### config.mk
export PLATFORM = sky130hd
export DESIGN_NAME = pci_inb_decode
export DESIGN_NICKNAME = d
export VERILOG_FILES = /design/src/rtl/pcidec_pkg.sv /design/src/rtl/pcidec_range.sv /design/src/rtl/pcidec_cfg.sv /design/src/rtl/pcidec_classify.sv /design/src/rtl/pcidec_outreg.sv /design/src/rtl/pci_inb_decode.sv
export SDC_FILE = /design/constraint.sdc
export NUM_CORES = 1
export LEC_CHECK = 0
export BUFFER_PORTS_ARGS = -buffer_cell sky130_fd_sc_hd__clkbuf_2
export CORE_ASPECT_RATIO = 0.7
export CORE_MARGIN = 8
export CORE_UTILIZATION = 45
export CTS_CLUSTER_DIAMETER = 200
export CTS_CLUSTER_SIZE = 10
export DETAILED_ROUTE_END_ITERATION = 8
export MAX_ROUTING_LAYER = met4
export PLACE_DENSITY = 0.68
export SYNTH_ARGS = -nofsm -noshare
export SYNTH_HDL_FRONTEND = slang
export SYNTH_SLANG_ARGS = --single-unit
export TNS_END_PERCENT = 30
### constraint.sdc
create_clock -name clk -period 2.88 [get_ports clk]
set_clock_uncertainty 0.05 [all_clocks]
set_input_delay 0.576 -clock clk [delete_from_list [all_inputs] [get_ports clk]]
set_output_delay 0.576 -clock clk [all_outputs]
set_load 0.02 [all_outputs]
### src/rtl/pcidec_pkg.sv
`timescale 1ns/1ps
package pcidec_pkg;
  localparam int ADDR_W   = 32;
  localparam int WIN_LG2  = 12;
  localparam int SEG_W    = 8;
  localparam int SEG_LSB  = ADDR_W - SEG_W;
  localparam int BASE_W   = ADDR_W - WIN_LG2;
  localparam int N_LEGAL  = 2;

  localparam logic [SEG_W-1:0]  SEG_ALIAS = 8'hFD;
  localparam logic [SEG_W-1:0]  SEG_RSVD  = 8'hFE;
  localparam logic [ADDR_W-1:0] HOLE_LO   = 32'h000A_0000;
  localparam logic [ADDR_W-1:0] HOLE_HI   = 32'h000F_FFFF;
  localparam logic [ADDR_W-1:0] BASE_RST  = 32'h8000_0000;

  localparam logic [N_LEGAL-1:0][ADDR_W-1:0] LEGAL_LO = {32'hFE00_0000, 32'h8000_0000};
  localparam logic [N_LEGAL-1:0][ADDR_W-1:0] LEGAL_HI = {32'hFEFF_FFFF, 32'hFCFF_FFFF};

  typedef enum logic [1:0] {
    TGT_NONE = 2'b00,
    TGT_MEM  = 2'b01,
    TGT_REG  = 2'b10
  } tgt_e;

  typedef enum logic [1:0] {
    CSEL_CTRL = 2'b00,
    CSEL_BASE = 2'b01,
    CSEL_TOM  = 2'b10,
    CSEL_IDLE = 2'b11
  } csel_e;

  typedef struct packed {
    logic              alias_en;
    logic              hole_en;
    logic [BASE_W-1:0] base;
    logic [ADDR_W-1:0] tom;
  } cfg_t;

  typedef struct packed {
    logic              claim;
    tgt_e              tgt;
    logic [ADDR_W-1:0] xaddr;
  } dec_t;
endpackage

### src/rtl/pcidec_range.sv
`timescale 1ns/1ps
module pcidec_range #(
  parameter int               AW = 32,
  parameter logic [AW-1:0]    LO = '1,
  parameter logic [AW-1:0]    HI = '1
) (
  input  logic [AW-1:0] addr,
  output logic          hit
);
  always_comb begin
    hit = (addr >= LO) && (addr <= HI);
  end
endmodule

### src/rtl/pcidec_cfg.sv
`timescale 1ns/1ps
module pcidec_cfg
  import pcidec_pkg::*;
(
  input  logic              clk,
  input  logic              rst_n,
  input  logic              wr_en,
  input  logic [1:0]        sel,
  input  logic [ADDR_W-1:0] wdata,
  output cfg_t              cfg,
  output logic              err
);
  cfg_t               cfg_q, cfg_d;
  logic               err_q, err_d;
  logic [N_LEGAL-1:0] legal_hit;
  logic               base_ok;

  for (genvar g = 0; g < N_LEGAL; g++) begin : g_legal
    pcidec_range #(
      .AW (ADDR_W),
      .LO (LEGAL_LO[g]),
      .HI (LEGAL_HI[g])
    ) u_rng (
      .addr (wdata),
      .hit  (legal_hit[g])
    );
  end

  always_comb begin
    base_ok = |legal_hit;
  end

  always_comb begin
    cfg_d = cfg_q;
    err_d = 1'b0;
    if (wr_en) begin
      case (csel_e'(sel))
        CSEL_CTRL: begin
          cfg_d.alias_en = wdata[0];
          cfg_d.hole_en  = wdata[1];
        end
        CSEL_BASE: begin
          if (base_ok) cfg_d.base = wdata[ADDR_W-1:WIN_LG2];
          else         err_d      = 1'b1;
        end
        CSEL_TOM:  cfg_d.tom = wdata;
        default:   cfg_d = cfg_q;
      endcase
    end
  end

  always_ff @(posedge clk or negedge rst_n) begin
    if (!rst_n) begin
      cfg_q.alias_en <= 1'b0;
      cfg_q.hole_en  <= 1'b0;
      cfg_q.base     <= BASE_RST[ADDR_W-1:WIN_LG2];
      cfg_q.tom      <= '0;
      err_q          <= 1'b0;
    end else begin
      cfg_q <= cfg_d;
      err_q <= err_d;
    end
  end

  assign cfg = cfg_q;
  assign err = err_q;

  // the stored base always lies inside one of the permitted ranges
  a_r8_base_in_range: assert property (@(posedge clk) disable iff (!rst_n)
    (({cfg_q.base, {WIN_LG2{1'b0}}} >= LEGAL_LO[0]) && ({cfg_q.base, {WIN_LG2{1'b0}}} <= LEGAL_HI[0])) ||
    (({cfg_q.base, {WIN_LG2{1'b0}}} >= LEGAL_LO[1]) && ({cfg_q.base, {WIN_LG2{1'b0}}} <= LEGAL_HI[1])));

  // an error pulse is always caused by a base write one cycle earlier
  a_r8_err_cause: assert property (@(posedge clk) disable iff (!rst_n)
    $rose(err_q) |-> $past(wr_en && (sel == CSEL_BASE)));

  // a refused base write leaves the base untouched
  a_r8_refused_keeps: assert property (@(posedge clk) disable iff (!rst_n)
    err_q |-> $stable(cfg_q.base));
endmodule

### src/rtl/pcidec_classify.sv
`timescale 1ns/1ps
module pcidec_classify
  import pcidec_pkg::*;
(
  input  logic [ADDR_W-1:0] addr,
  input  cfg_t              cfg,
  output dec_t              dec
);
  logic             win_hit;
  logic             hole_hit;
  logic             below_tom;
  logic [SEG_W-1:0] seg;

  pcidec_range #(
    .AW (ADDR_W),
    .LO (HOLE_LO),
    .HI (HOLE_HI)
  ) u_hole (
    .addr (addr),
    .hit  (hole_hit)
  );

  always_comb begin
    seg       = addr[ADDR_W-1:SEG_LSB];
    win_hit   = (addr[ADDR_W-1:WIN_LG2] == cfg.base);
    below_tom = (addr < cfg.tom);
  end

  // priority: register window, alias, reserved, hole, memory
  always_comb begin
    dec.claim = 1'b0;
    dec.tgt   = TGT_NONE;
    dec.xaddr = '0;
    if (win_hit) begin
      dec.claim                = 1'b1;
      dec.tgt                  = TGT_REG;
      dec.xaddr[WIN_LG2-1:0]   = addr[WIN_LG2-1:0];
    end else if (seg == SEG_ALIAS) begin
      if (cfg.alias_en) begin
        dec.claim              = 1'b1;
        dec.tgt                = TGT_MEM;
        dec.xaddr[SEG_LSB-1:0] = addr[SEG_LSB-1:0];
      end
    end else if (seg == SEG_RSVD) begin
      dec.claim = 1'b0;
    end else if (cfg.hole_en && hole_hit) begin
      dec.claim = 1'b0;
    end else if (below_tom) begin
      dec.claim = 1'b1;
      dec.tgt   = TGT_MEM;
      dec.xaddr = addr;
    end
  end
endmodule

### src/rtl/pcidec_outreg.sv
`timescale 1ns/1ps
module pcidec_outreg
  import pcidec_pkg::*;
(
  input  logic              clk,
  input  logic              rst_n,
  input  logic              in_valid,
  input  dec_t              dec,
  output logic              out_valid,
  output logic              out_claim,
  output logic [1:0]        out_tgt,
  output logic [ADDR_W-1:0] out_addr
);
  logic valid_q, valid_d;
  dec_t res_q, res_d;

  always_comb begin
    valid_d = in_valid;
    res_d   = res_q;
    if (in_valid) res_d = dec;
  end

  always_ff @(posedge clk or negedge rst_n) begin
    if (!rst_n) begin
      valid_q     <= 1'b0;
      res_q.claim <= 1'b0;
      res_q.tgt   <= TGT_NONE;
      res_q.xaddr <= '0;
    end else begin
      valid_q <= valid_d;
      res_q   <= res_d;
    end
  end

  assign out_valid = valid_q;
  assign out_claim = res_q.claim;
  assign out_tgt   = res_q.tgt;
  assign out_addr  = res_q.xaddr;

  // result valid exactly one cycle after the strobe
  a_r2_valid_lag: assert property (@(posedge clk) disable iff (!rst_n)
    valid_q == $past(in_valid));

  // without a strobe the result fields hold
  a_r2_hold: assert property (@(posedge clk) disable iff (!rst_n)
    !$past(in_valid) |-> $stable(res_q));

  // an unclaimed result names no target and carries a zero address
  a_r10_none_clean: assert property (@(posedge clk) disable iff (!rst_n)
    (valid_q && !res_q.claim) |-> (res_q.tgt == TGT_NONE && res_q.xaddr == '0));
endmodule

### src/rtl/pci_inb_decode.sv
`timescale 1ns/1ps
module pci_inb_decode
  import pcidec_pkg::*;
(
  input  logic              clk,
  input  logic              rst_n,
  input  logic              in_valid,
  input  logic [ADDR_W-1:0] in_addr,
  input  logic              cfg_wr,
  input  logic [1:0]        cfg_sel,
  input  logic [ADDR_W-1:0] cfg_wdata,
  output logic              cfg_err,
  output logic              out_valid,
  output logic              out_claim,
  output logic [1:0]        out_tgt,
  output logic [ADDR_W-1:0] out_addr
);
  cfg_t cfg;
  dec_t dec;

  pcidec_cfg u_cfg (
    .clk   (clk),
    .rst_n (rst_n),
    .wr_en (cfg_wr),
    .sel   (cfg_sel),
    .wdata (cfg_wdata),
    .cfg   (cfg),
    .err   (cfg_err)
  );

  pcidec_classify u_cls (
    .addr (in_addr),
    .cfg  (cfg),
    .dec  (dec)
  );

  pcidec_outreg u_out (
    .clk       (clk),
    .rst_n     (rst_n),
    .in_valid  (in_valid),
    .dec       (dec),
    .out_valid (out_valid),
    .out_claim (out_claim),
    .out_tgt   (out_tgt),
    .out_addr  (out_addr)
  );

  // the reserved segment never reaches memory
  a_r5_rsvd_no_mem: assert property (@(posedge clk) disable iff (!rst_n)
    (in_valid && in_addr[ADDR_W-1:SEG_LSB] == SEG_RSVD) |=> (out_tgt != TGT_MEM));

  // forwarded alias cycles lose their top byte
  a_r3_alias_strip: assert property (@(posedge clk) disable iff (!rst_n)
    (in_valid && in_addr[ADDR_W-1:SEG_LSB] == SEG_ALIAS && out_tgt != TGT_REG && cfg.alias_en)
      |=> (out_tgt == TGT_REG || (out_claim && out_addr[ADDR_W-1:SEG_LSB] == '0)));

  // a window hit is always routed to registers
  a_r7_window_wins: assert property (@(posedge clk) disable iff (!rst_n)
    (in_valid && in_addr[ADDR_W-1:WIN_LG2] == cfg.base) |=> (out_claim && out_tgt == TGT_REG));

  // register offsets stay inside the window
  a_r6_reg_offset: assert property (@(posedge clk) disable iff (!rst_n)
    (out_valid && out_tgt == TGT_REG) |-> (out_addr[ADDR_W-1:WIN_LG2] == '0));
endmodule

==> flow_summary_export.csv <==
group,metric,value,unit
global_routing,met2_usage,0.278,
worst_setup_path,cp_max_fo,26,
synth,synth_enable_flop_cells,0,
sta,finalSetupTns,0,ns
clock_network,cts.path.max_buffers,2,
worst_setup_path,peak_per_stage_delay_on_the_critical_path,0.34,ns
synth,seq_area_frac_synth,0.479,
clock_network,root_buffer,"sky130_fd_sc_hd__clkbuf_16",
worst_setup_path,crit_path_cell_trace,"inv_1 -> ha_1 -> a21o_1 -> a221oi_1 -> o31ai_1 -> a22oi_2 -> a31oi_4 -> buf_12 -> o32ai_1",
synth,synthesis.nets,510,
global_routing,grt_overflow_total,0,
synth,predominant_post_synthesis_flop_cell,"sky130_fd_sc_hd__dfrtp_1",
cells_and_area,final-instance-count-excl-fill,656,
clock_network,numCtsBuffers,9,
synth,synth_commonest_cells,"sky130_fd_sc_hd__dfrtp_1, sky130_fd_sc_hd__inv_1, sky130_fd_sc_hd__mux2_2",
global_routing,met1_usage,0.231,
worst_setup_path,critPathCaptureType,"flop",
flow_run,timing.max_cap.violations,0,
global_routing,use_met3,0.0560,
global_routing,pin_count_of_the_biggest_net_entering_global_routing,41,
pwr,power.density_cell_area,673,nW/um2
pwr,power.sequential.fraction,0.432,
worst_setup_path,timing.critical_path.buf_inv,2,
floorplan,core_area,10300,um2
synth,post-synth-top-count-cell,"sky130_fd_sc_hd__dfrtp_1",
sta,grt_setup_unrepaired,"false",
synth,cells_taking_the_most_area_after_synthesis,"sky130_fd_sc_hd__dfrtp_1, sky130_fd_sc_hd__mux2_2, sky130_fd_sc_hd__ha_1",
global_routing,vias_in_the_first_global_route,3797,
pwr,power.ir.vdd_worst,0.299,mV
global_routing,overall_track_demand_over_capacity_in_global_routing,0.183,
drt,totalWireLength,12.1,mm
sta,minimum_period_implied_by_the_final_worst_setup_slack,2.38,ns
synth,syn_area,4750,um2
worst_setup_path,critical-path-top-delay-family,"compound AO/OA/AOI/OAI gates",
pwr,internal_power,2670,uW
global_routing,grt_pass1_wl,19.7,mm
cells_and_area,nNetsFinal,622,
drt,drt_first_pass_iters,4,
floorplan,floorplan.initialDensity,0.461,
drt,postRouteAntennaNets,0,
synth,yosys_register_bits,91,
drt,drcViolationCount,0,
floorplan,row_count,31,
floorplan,die_area,14200,um2
worst_hold_path,min_path_type,"in -> async",
worst_setup_path,worstPathArrival,2.56,ns
floorplan,die_w,139,um
worst_setup_path,startpoint_type,"flop",
global_routing,grt_most_used_layer,"met2",
pwr,totalPowerFinal,3860,uW
sta,max_slew_margin,0.548,
synth,synth-warning-count,0,
sta,worstMarginPinSlew,0.677,ns
pwr,power.combinational.fraction,0.270,
worst_setup_path,path_class,"reg -> reg",
synth,synth_top_cell_by_area,"sky130_fd_sc_hd__dfrtp_1",
status,outcome,"complete, no violations",
drt,initialDrtViolationCount,220,
floorplan,ioPinCount,107,
synth,synth_cell_type_count,56,
placement,gp_routability_congestion,0.862,
pwr,clock_power_share,0.298,
clock_network,cts.clk_slew.worst_paths,0.06,ns
sta,setup_viol,0,
floorplan,die_height,102,um
synth,synth_cells,409,
sta,timing_hold_violations_final,0,
sta,slew_violations,0,
clock_network,tritoncts,"built",
sta,final_cycle_share,0.827,
clock_network,cts-hold-fix-buffers,0,
cells_and_area,final_layout_size_suffix_gt1_frac,0.376,
drt,vias,3504,
synth,synth_top_area_share,0.474,
clock_network,clkSinkCount,91,
pwr,p_sw_frac,0.308,
clock_network,htree_levels,3,
placement,dpl.cell_count,642,
worst_setup_path,timing.critical_path.slowest_stage_cell,"sky130_fd_sc_hd__dfrtp_1",
pwr,p_leak,0.00287,uW
placement,hpwl,9.42,mm
pwr,power_switching,1190,uW
placement,port_buffers,106,
global_routing,grt_antenna_before_repair,0,
clock_network,cts_post_setup_buffers_inserted,0,
sta,max_freq,420,MHz
cells_and_area,antenna-diode-count,0,
cells_and_area,area.growth.synth_to_final,20.7,%
synth,synth_area_per_cell,11.6,um2
drt,routed_via_density,5.34,
clock_network,cts_resized,0,
synth,ys_async_sr_fraction,1.00,
worst_setup_path,timing.critical_path.required,3.06,ns
drt,avgRoutedWirePerCell,18.4,um
clock_network,clkLatencyLatePin,0.34,ns
==> layout by cell type, fill, tap and decap left out, drive strengths merged, types with 2 or more instances in the layout <==
cell type	netlist	routed
clkbuf	6	116
dfrtp	90	90
inv	75	75
mux2	52	52
ha	31	31
a21oi	23	23
xnor2	20	20
mux2i	12	12
nand4	12	12
o32ai	12	12
nand2	11	11
o22ai	10	10
buf	6	9
nor2	7	7
o21ai	5	5
nor4	4	4
nor3	3	3
a21o	2	2
nand3	2	2
clkinv	0	2
a22oi	2	2
nand2b	2	2
==> routing by layer <==
| layer | share of wire | vias up | wire [um] |
|---|---|---|---|
| met5 | 0 | - | 0 |
| met4 | 0.014 | 0 | 172 |
| met3 | 0.067 | 18 | 806 |
| met2 | 0.44 | 114 | 5310 |
| met1 | 0.48 | 1725 | 5760 |
| li1 | - | 1647 | - |
==> cell type report <==
type,count,area (um2)
clock buffer,11,243
clock inverter,3,40.0
fill,915,4580
inverter,75,282
multi-input combinational,230,2110
sequential,91,2280
tap,132,165
timing repair buffer,114,618
==> worst register-to-register path, stage by stage, from the launching register on <==
cell	delay (ns)
sky130_fd_sc_hd__dfrtp_1	0.34
sky130_fd_sc_hd__inv_1	0.05
sky130_fd_sc_hd__ha_1	0.29
sky130_fd_sc_hd__a21o_1	0.17
sky130_fd_sc_hd__a221oi_1	0.32
sky130_fd_sc_hd__o31ai_1	0.19
sky130_fd_sc_hd__a22oi_2	0.28
sky130_fd_sc_hd__a31oi_4	0.13
sky130_fd_sc_hd__buf_12	0.18
sky130_fd_sc_hd__o32ai_1	0.27
==> cell families (layout without fill, tap and decap cells) <==
logic type               after synthesis  count (layout)  share of synthesized area
adder cells (fa/ha/maj)               31              31                     0.0816
XOR/XNOR                              20              20                     0.0369
buffers and inverters                 88             203                     0.0769
flip-flops                            91              91                      0.479
AO/OA/AOI/OAI                         64              64                      0.111
AND/OR/NAND/NOR                       51              51                     0.0656
multiplexers                          64              64                      0.148
==> power by group through the flow <==
stage               clock network, uW  registers, uW  logic (uW)
floorplan                           0           1750         606
finish                           1150           1670        1040
CTS                              1180           1660        1060
global route                     1240           1690        1160
detailed placement                  0           1690        1050
global placement                    0           1680        1010
==> state kept, by name (all words and copies together), names as in the netlist <==
register         count
u_out.out_claim      1
u_out.out_tgt        2
u_cfg.cfg           54
u_out.out_addr      32
u_cfg.err            1
u_out.out_valid      1
==> path summary, 6_finish.rpt <==
kind / depth (start not counted) / from / to / slack (ns)
min in group clk: 2 / cfg_wdata[7] / u_cfg.cfg[7] / 0.41
worst max-delay path: 9 / u_cfg.cfg[5] / u_out.out_addr[12] / 0.50
worst min-delay path: 1 / rst_n / u_cfg.err / 0.16
worst max register to register: 9 / u_cfg.cfg[5] / u_out.out_addr[12] / 0.50
worst min register to register: 1 / u_cfg.cfg[15] / u_cfg.cfg[15] / 0.46
max in group asynchronous: 2 / rst_n / u_cfg.cfg[5] / 1.94
==> metrics by stage <==
stage | setup WS (ns) | hold WS (ns) | cell area [um2] | util
after CTS | 0.457 | 0.183 | 5730 | 0.556
final | 0.499 | 0.161 | 5730 | 0.556
after global placement | 0.292 | 0.440 | 5450 | 0.528
after global routing | 0.345 | 0.198 | 5730 | 0.556
after floorplan | 0.521 | 0.230 | 4750 | -
after detailed placement | 0.151 | 0.444 | 5450 | 0.528
Power figures use the tool's default switching activity.
